[src/rtl/csm_pkg.sv]
// Shared bit-level helpers for the carry-save array multiplier.
// Assumes: single-bit operands; pure functions, no state.
package csm_pkg;
    // Three-input parity, the sum output of a full adder.
    function automatic logic par3(input logic x, input logic y, input logic z);
        return x ^ y ^ z;
    endfunction

    // Three-input majority, the carry output of a full adder.
    function automatic logic maj3(input logic x, input logic y, input logic z);
        return (x & y) | (x & z) | (y & z);
    endfunction
endpackage

[src/rtl/csm_fa.sv]
// Single full adder.
// Assumes: the three inputs have equal weight; the carry output has double weight.
module csm_fa
    import csm_pkg::*;
(
    input  logic x,
    input  logic y,
    input  logic z,
    output logic s,
    output logic co
);
    // Sum and carry from the shared helpers.
    assign s  = par3(x, y, z);
    assign co = maj3(x, y, z);

    // Arithmetic identity of the adder.
    always_comb begin

        fa_sum_chk: assert ({co, s} == 2'(x) + 2'(y) + 2'(z))
            else $error("full adder identity broken");
    end
endmodule

[src/rtl/csm_ppgen.sv]
// Partial-product generator: row j is the multiplicand gated by multiplier bit j.
// Assumes: N >= 1; rows are indexed by multiplier bit.
module csm_ppgen #(
    parameter int N = 8
) (
    input  logic [N-1:0] a,
    input  logic [N-1:0] b,
    output logic [N-1:0] pp [N]
);
    // One AND row for each multiplier bit.
    for (genvar j = 0; j < N; j++) begin : g_row
        assign pp[j] = a & {N{b[j]}};
    end

    // Each row is either zero or a copy of the multiplicand, as its gating bit selects.
    always_comb begin
        for (int j = 0; j < N; j++) begin

            pp_row_chk: assert (b[j] ? (pp[j] == a) : (pp[j] == '0))
                else $error("partial product row %0d wrong", j);
        end
    end
endmodule

[src/rtl/csm_stage.sv]
// One stage of the array: adds an N-bit partial product to an N-1 digit
// carry-save value. It emits one binary bit and passes on a carry-save value
// that has been halved in weight.
// Assumes: N >= 2; X + P = r + 2*Y holds for every input.
module csm_stage #(
    parameter  int N  = 8,
    localparam int SW = N + 2
) (
    input  logic [N-2:0] x_a,
    input  logic [N-2:0] x_b,
    input  logic [N-1:0] p,
    output logic         r,
    output logic [N-2:0] y_a,
    output logic [N-2:0] y_b
);
    logic [N-2:0] s;
    logic [N-2:0] c;

    // A full adder for each digit position below the partial product MSB.
    for (genvar i = 0; i < N - 1; i++) begin : g_fa
        csm_fa u_fa (.x(p[i]), .y(x_a[i]), .z(x_b[i]), .s(s[i]), .co(c[i]));
    end

    // Shift wiring: sums move down one place, carries stay in place.
    assign r = s[0];
    for (genvar j = 0; j < N - 2; j++) begin : g_shift
        assign y_a[j] = s[j+1];
    end
    assign y_a[N-2] = p[N-1];
    assign y_b      = c;

    // Value conservation across the stage.
    logic [SW-1:0] in_val;
    logic [SW-1:0] out_val;
    always_comb begin
        in_val  = SW'(x_a) + SW'(x_b) + SW'(p);
        out_val = SW'(r) + ((SW'(y_a) + SW'(y_b)) << 1);

        stage_value_chk: assert (in_val == out_val)
            else $error("stage value not conserved");
    end
endmodule

[src/rtl/csm_array_mult.sv]
// N-by-N unsigned array multiplier with carry-save carry-in and carry-out.
// Computes cin + a*b = plo + 2^N * cout, without any carry-propagate adder.
// Assumes: the carry-in value is at most 2^N - 2 (always true for N >= 2);
// for N = 1 the carry-in must be 0. Purely combinational.
module csm_array_mult #(
    parameter  int N  = 8,
    localparam int CW = (N > 1) ? N - 1 : 1,
    localparam int TW = 2 * N + 1
) (
    input  logic [N-1:0]  a,
    input  logic [N-1:0]  b,
    input  logic [CW-1:0] cin_x,
    input  logic [CW-1:0] cin_y,
    output logic [N-1:0]  plo,
    output logic [CW-1:0] cout_x,
    output logic [CW-1:0] cout_y
);
    logic [N-1:0] pp [N];

    // Partial products.
    csm_ppgen #(.N(N)) u_pp (.a(a), .b(b), .pp(pp));

    if (N == 1) begin : g_single
        // Single bit: the product is one AND gate and no carry arises.
        assign plo    = pp[0];
        assign cout_x = '0;
        assign cout_y = '0;

        // Carry-in must be zero for a one-bit multiplier.
        always_comb begin

            single_cin_chk: assert ((cin_x == '0) && (cin_y == '0))
                else $error("carry-in must be zero when N is 1");
        end
    end else begin : g_array
        logic [CW-1:0] ch_a [N+1];
        logic [CW-1:0] ch_b [N+1];

        // Carry-in enters the chain at stage 0.
        assign ch_a[0] = cin_x;
        assign ch_b[0] = cin_y;

        // Chain of stages, one for each multiplier bit.
        for (genvar j = 0; j < N; j++) begin : g_stage
            csm_stage #(.N(N)) u_stage (
                .x_a(ch_a[j]), .x_b(ch_b[j]), .p(pp[j]),
                .r(plo[j]), .y_a(ch_a[j+1]), .y_b(ch_b[j+1])
            );
        end

        // The carry-save value left after the last stage is the carry-out.
        assign cout_x = ch_a[N];
        assign cout_y = ch_b[N];

        // Whole-block identity and carry-out bound.
        logic [TW-1:0] lhs;
        logic [TW-1:0] rhs;
        logic [TW-1:0] cout_val;
        always_comb begin
            lhs      = TW'(cin_x) + TW'(cin_y) + TW'(a) * TW'(b);
            cout_val = TW'(cout_x) + TW'(cout_y);
            rhs      = TW'(plo) + (cout_val << N);

            product_identity_chk: assert (lhs == rhs)
                else $error("product identity broken");

            cout_bound_chk: assert (cout_val <= (TW'(1) << N) - TW'(2))
                else $error("carry-out value above bound");
        end
    end
endmodule

[config.mk]
export PLATFORM = sky130hd
export DESIGN_NAME = csm_array_mult
export DESIGN_NICKNAME = d
export VERILOG_FILES = /design/src/rtl/csm_pkg.sv /design/src/rtl/csm_fa.sv /design/src/rtl/csm_ppgen.sv /design/src/rtl/csm_stage.sv /design/src/rtl/csm_array_mult.sv
export SDC_FILE = /design/constraint.sdc
export NUM_CORES = 1
export LEC_CHECK = 0
export ABC_AREA = 1
export BUFFER_PORTS_ARGS = -buffer_cell sky130_fd_sc_hd__buf_2
export CORE_ASPECT_RATIO = 1.4
export CORE_UTILIZATION = 35
export DETAILED_ROUTE_END_ITERATION = 16
export SYNTH_ARGS = -nofsm -noshare
export SYNTH_HDL_FRONTEND = slang
export SYNTH_HIERARCHICAL = 1
export SYNTH_SLANG_ARGS = --single-unit
[constraint.sdc]
create_clock -name vclk -period 10.6
set_clock_uncertainty 0.2 [all_clocks]
set_input_delay 2.12 -clock vclk [all_inputs]
set_output_delay 2.12 -clock vclk [all_outputs]
set_load 0.02 [all_outputs]
# Word level (Yosys, flattened, before mapping)

Index checks and enable logic that the tools add are counted.

Input bits: 30
Bits in registers: 0
Word-level logic and storage cells: 400

Bitwise logic cells: 400

Operators with widths:

| kind              | count |
|---|---|
| 1-bit bitwise AND | 168 |
| 1-bit OR          | 112 |
| 1-bit bitwise XOR | 112 |
| 8-bit bitwise AND | 8 |

# Depth between registers and ports, before layout

Gate-level depths: netlist of run 1.

Depth in word-level cells: 25
Depth in mapped cells: 11

# Cells and area by module

Netlist of run 1, hierarchy kept.

By module, submodules not included:

| module    | instances | cells each | area an instance (um^2) |
|---|---|---|---|
| csm_fa    | 56        | 1          | 20.0 |
| csm_ppgen | 1         | 144        | 560.5 |
| csm_stage | 8         | 1          | 7.5 |

# Worst setup path before layout of run 1

OpenSTA, ideal clock, no wires.

Path kind: input-to-output
Start point: input port b[0]
End point: output port plo[7]
Stages: 11
Setup slack: 1.816 ns
Required time: 8.280 ns
Data arrival time: 6.464 ns
Cells stage by stage: buf_2 > nand2_1 > inv_1 > fa_1 > fa_1 > fa_1 > fa_1 > fa_1 > fa_1 > fa_1 > fa_1

RTL lines:

| what               | RTL line             | source |
|---|---|---|
| start: declaration | csm_array_mult.sv:11 | `input logic [N-1:0] b,` |
| end: declaration   | csm_array_mult.sv:14 | `output logic [N-1:0] plo,` |

==> summary.md, run 1 <==
| Metric | Value |
|---|---|
| Status | `completed` |
| TritonRoute pass-1 iters | `3` |
| DP HPWL | `just under 3000 um` |
| Post-Synth XOR/XNOR Area | `0` |
| Post-Synth Simple-Gate Area | `0.138` |
| Fmax | `112 MHz` |
| Tot GR Track Use | `0.140` |
| Per-cell routed wire length | `slightly above 10 um` |
| Hold WC Path Type | `input port to output port` |
| Die ar. | `5270 um2` |
| Syn Area/Cell | `8.37 um2` |
| Final Hold Viols | `0` |
| CP Data Required Time | `around 8.3 ns` |
| Area leader, netlist | `fa_1` |
| Maximum vdd ir drop | `between 0.1 and 0.15 mV` |
| Seq_cells | `0` |
| Setup-failing EPs final | `0` |
| Syn. warnings | `6` |
| Leakage power | `0.00134 uW` |
| Net Count, Synth | `294` |
| Initial Utilization | `0.362` |
| Netlist cell types | `5` |
| Critical Path Sink Type | `output port` |
| Mapped Cells | `about 210` |
| Main combinational cell family by area after synthesis | `adder cells` |
| Sequential share of the synthesized area | `0` |
| Top cells by count, synth | `inv_1 (64), nand2_1 (64), fa_1 (56)` |
| Mapped Area | `1740 um2` |
| Initial antenna violation count | `0` |
| Nets | `about 320` |
| Total Wirelength | `3090 um` |
| Core Region | `~4800 um2` |
| Largest net degree at the start of global routing | `9` |
| Worst Path Max Fanout | `8` |
| Register area | `0 um2` |
| Post-DP Area | `1940 um2` |
| Compound-Gate Fraction of Synth Area | `0` |
| Placed insts | `300` |
| Slew Limit Fails | `0` |
| Headroom to the max-slew limit | `0.894` |
| Worst-margin pin slew | `0.160 ns` |
| Post-route ant nets | `0` |
| Final min period | `8.94 ns` |
| Final Non-Filler Cells | `300` |
| Period utilization | `0.844` |
| PortBufs | `52` |
| RePlAce Congestion | `0.752` |
| Finished Cell Area | `between 1500 and 2000 um2` |
| Ant. Diodes | `0` |
| CTS Hold Bufs | `0` |
| Row count | `30` |
| Area grow syn2layout | `11.5%` |
| First-pass GRT wire length | `5660 um` |
| CTS-repair resized insts | `0` |
| Number of max-cap violations | `0` |
| Vias per inst | `approximately 4.1` |
| Top-area cell type share of the netlist area | `0.644` |
| IO Count | `52` |
| Vias after detailed routing | `1218` |
| Die width | `61.6 um` |
| Mux contribution to synthesized area | `0` |
| Clock buffers | `0` |
| Power per cell area | `221 nW/um2` |
| Worst path arrival time | `6.62 ns` |
| Setup Fix Bufs, Post-CTS | `0` |
| Synth Area in Adders | `0.644` |
| Setup_tns | `0 ns` |
| CP Class | `input port to output port` |
| Setup crit start kind | `input port` |
| Iteration-0 DRC Markers | `15` |
| Share of cells above drive strength 1 | `0.220` |
| Die H | `between 80 and 90 um` |
| Design Power | `428 uW` |
| Grt ovf | `0` |
| Vias in the first global route | `1312` |
| Synth area leaders | `fa_1 (64%), inv_1 (14%), nand2_1 (14%)` |
| Drc violations | `0` |
| RSZ-0062 raised after global routing | `false` |
layout by cell type, fill, tap and decap left out, drive strengths merged:
master and instances:
nand2 64, fa 56, inv 64, buf 52
per-layer routing:
metal  vias up  part of all wire  global-route usage
li1        592                 -                   -
met1       595              0.35               0.163
met2        29              0.61               0.282
met3         2             0.031             0.00305
met4         0            0.0052             0.00606
met5         -                 0                   0
final cells by class:
cell class / instances / area (um2)
repair buffers: 52 / 260
multi-input cells: 120 / 1360
inverters: 64 / 240
well taps: 64 / 80.1
fillers: 543 / 2860
worst max-delay path: stages:
cell and delay [ns]:
buf_2 0.15, nand2_1 0.08, inv_1 0.04, fa_1 0.47
fa_1 0.54, fa_1 0.46, fa_1 0.51, fa_1 0.52
fa_1 0.51, fa_1 0.53, fa_1 0.54, buf_2 0.16
final timing paths:
| kind | endpoint | slack, ns | cells past startpoint | startpoint |
|---|---|---|---|---|
| worst max-delay path | plo[7] | 1.66 | 12 | b[0] |
| worst min-delay path | plo[0] | 4.42 | 3 | cin_y[0] |
kinds of logic after synthesis:
family / count (synthesis)
adder cells (fa/ha/maj): 56
buffers and inverters: 88
AND/OR/NAND/NOR: 64
through the flow:
| step | utilization | worst slack (ns) | hold WS, ns |
|---|---|---|---|
| after floorplan | - | 1.82 | 4.30 |
| after global placement | 0.404 | 1.69 | 4.43 |
| after detailed placement | 0.404 | 1.62 | 4.43 |
| after CTS | 0.404 | 1.62 | 4.43 |
| after global routing | 0.404 | 1.45 | 4.47 |
| final | 0.404 | 1.66 | 4.42 |
where the power goes:
part	switching (uW)	leakage (uW)	internal (uW)
Clock	0	0	0
Combinational	261	0.00134	168
Sequential	0	0	0
Total	261	0.00134	168
(Power assumes the default switching activity.)
==> inputs of run 2 (changes only) <==
--- a/config.mk
+++ b/config.mk
@@ -5,7 +5,7 @@
 export SDC_FILE = /design/constraint.sdc
 export NUM_CORES = 1
 export LEC_CHECK = 0
-export ABC_AREA = 1
+export ABC_AREA = 0
 export BUFFER_PORTS_ARGS = -buffer_cell sky130_fd_sc_hd__buf_2
 export CORE_ASPECT_RATIO = 1.4
 export CORE_UTILIZATION = 35
==> constraint.sdc (replaced) <==
create_clock -name vclk -period 7.3
set_clock_uncertainty 0.2 [all_clocks]
set_input_delay 1.46 -clock vclk [all_inputs]
set_output_delay 1.46 -clock vclk [all_outputs]
set_load 0.02 [all_outputs]
==> summary.md, run 2 <==
| Metric | Value |
|---|---|
| Grt ovf | `0` |
| Status | `complete, but fails checks` |
| Vias in the first global route | `1334` |
| Top-count cell post-synth | `and2_1` |
| Power per cell area | `340 nW/um2` |
| Area grow syn2layout | `26.7%` |
| Mapped Cells | `about 130` |
| CP Data Required Time | `5.64 ns` |
| Fmax | `136 MHz` |
| Die ar. | `about 4800 um2` |
| Sequential share of the synthesized area | `0` |
| Commonest non-fill, non-tap cells in the layout | `and2_1 (63), buf_2 (48), fa_1 (28), fa_2 (28), buf_4 (6)` |
| Share of cells above drive strength 1 | `0.489` |
| Met2 routed WL | `1810 um` |
| Hold WC Path Type | `input port to output port` |
| Routed wl met3 | `151 um` |
| Die width | `58.8 um` |
| Post-route ant nets | `0` |
| Die H | `81.5 um` |
| Syn Area/Cell | `12.4 um2` |
| CTS Hold Bufs | `0` |
| Final Non-Filler Cells | `238` |
| Worst-margin pin slew | `0.130 ns` |
| Final min period | `7.36 ns` |
| Net Count, Synth | `214` |
| IO Count | `52` |
| Iteration-0 DRC Markers | `10` |
| Per-cell routed wire length | `approximately 12 um` |
| Ant. Diodes | `0` |
| Maximum vdd ir drop | `0.131 mV` |
| Number of max-cap violations | `0` |
| Syn. warnings | `6` |
| Hold slack | `3.11 ns` |
| Core Region | `4270 um2` |
| Netlist cell types | `3` |
| Final Hold Viols | `0` |
| Initial antenna violation count | `0` |
| Slew Limit Fails | `0` |
| Total Wirelength | `2950 um` |
| Setup-failing EPs final | `1` |
| Post-DP Area | `1910 um2` |
| CP Class | `input port to output port` |
| Vias per inst | `4.52` |
| Top cells by count, synth | `and2_1 (64), fa_1 (56), buf_4 (8)` |
| Fill cell count | `433` |
| Period utilization | `1.01` |
| Largest net degree at the start of global routing | `9` |
| Placed insts | `approximately 240` |
| Failing checks | `negative setup slack` |
| RSZ-0062 raised after global routing | `true` |
| Seq_cells | `0` |
| RePlAce Congestion | `0.723` |
| Setup crit start kind | `input port` |
| Nets | `266` |
| Worst path arrival time | `5.70 ns` |
| Leakage power | `0.000872 uW` |
| TritonRoute pass-1 iters | `3` |
| Vias after detailed routing | `1076` |
| Mapped Area | `~1600 um2` |
| Row count | `28` |
| Top Layer Used | `met3` |
| Critical Path Sink Type | `output port` |
| Setup_tns | `-0.0636 ns` |
| Drc violations | `0` |
| Worst Path Max Fanout | `4` |
| Most common cell after layout, fill and taps aside | `and2_1` |
| Tot GR Track Use | `0.146` |
| DP HPWL | `2790 um` |
| PortBufs | `52` |
| Synth area leaders | `fa_1 (71%), and2_1 (25%), buf_4 (3.8%)` |
| Headroom to the max-slew limit | `0.913` |
| First-pass GRT wire length | `5480 um` |
| Area of the multi-input gates | `1590 um2` |
| Initial Utilization | `0.370` |
| Area leader, netlist | `fa_1` |
| Worst setup margin | `-0.0636 ns` |
| Top-area cell type share of the netlist area | `0.709` |
| Finished Cell Area | `2000 um2` |
| Setup Fix Bufs, Post-CTS | `0` |
| Final Core Density | `0.469` |
| Register area | `0 um2` |
| Post-Route M1 WL | `987 um` |
| Clock buffers | `0` |
-- run 2: metrics by stage --
step / total power (uW) / worst slack (ns)
floorplan: 536 / 0.00109
global placement: 629 / -0.264
detailed placement: 643 / -0.316
CTS: 668 / -0.0740
global route: 773 / -0.130
finish: 682 / -0.0636
-- run 2: cells by family (layout without fill, tap and decap cells) --
group	Yosys count	count (layout)	synth area share
fa+ha+maj	56	56	0.709
simple gates	64	64	0.253
buf+inv	8	58	0.0380
-- run 2: final timing paths --
path	start	end	slack [ns]	cells after the start
max	b[0]	plo[7]	-0.06	11
min	cin_y[0]	plo[0]	3.11	3
-- run 2: metal layers --
layer  vias up  GRT usage
met2        35      0.324
li1        478          -
met4         0    0.00714
met3         0    0.00630
met5         -          0
met1       563      0.149
-- run 2: cell type report --
type               count  share of cell area
multi-input cells    120               0.796
well taps             60              0.0375
repair buffers        58               0.167
-- run 2: timing repair --
item | in CTS | in global routing
pin swaps | 25 | 20
gates resized for setup | 19 | 17
endpoints found under the hold margin | 0 | 0
setup endpoints to repair | 7 | 6
cloned | 0 | 0
-- run 2: power breakdown --
part / leakage, uW / switching, uW / total [uW] / internal [uW]
logic: 0.000872 / 373 / 682 / 308
registers: 0 / 0 / 0 / 0
clock network: 0 / 0 / 0 / 0
-- run 2: critical path, stage by stage --
cell and delay, ns:
buf_8 0.10, and2_4 0.15, fa_2 0.34, fa_2 0.56, fa_2 0.46, fa_2 0.56
fa_2 0.43, fa_2 0.55, fa_2 0.44, fa_2 0.54, buf_6 0.11
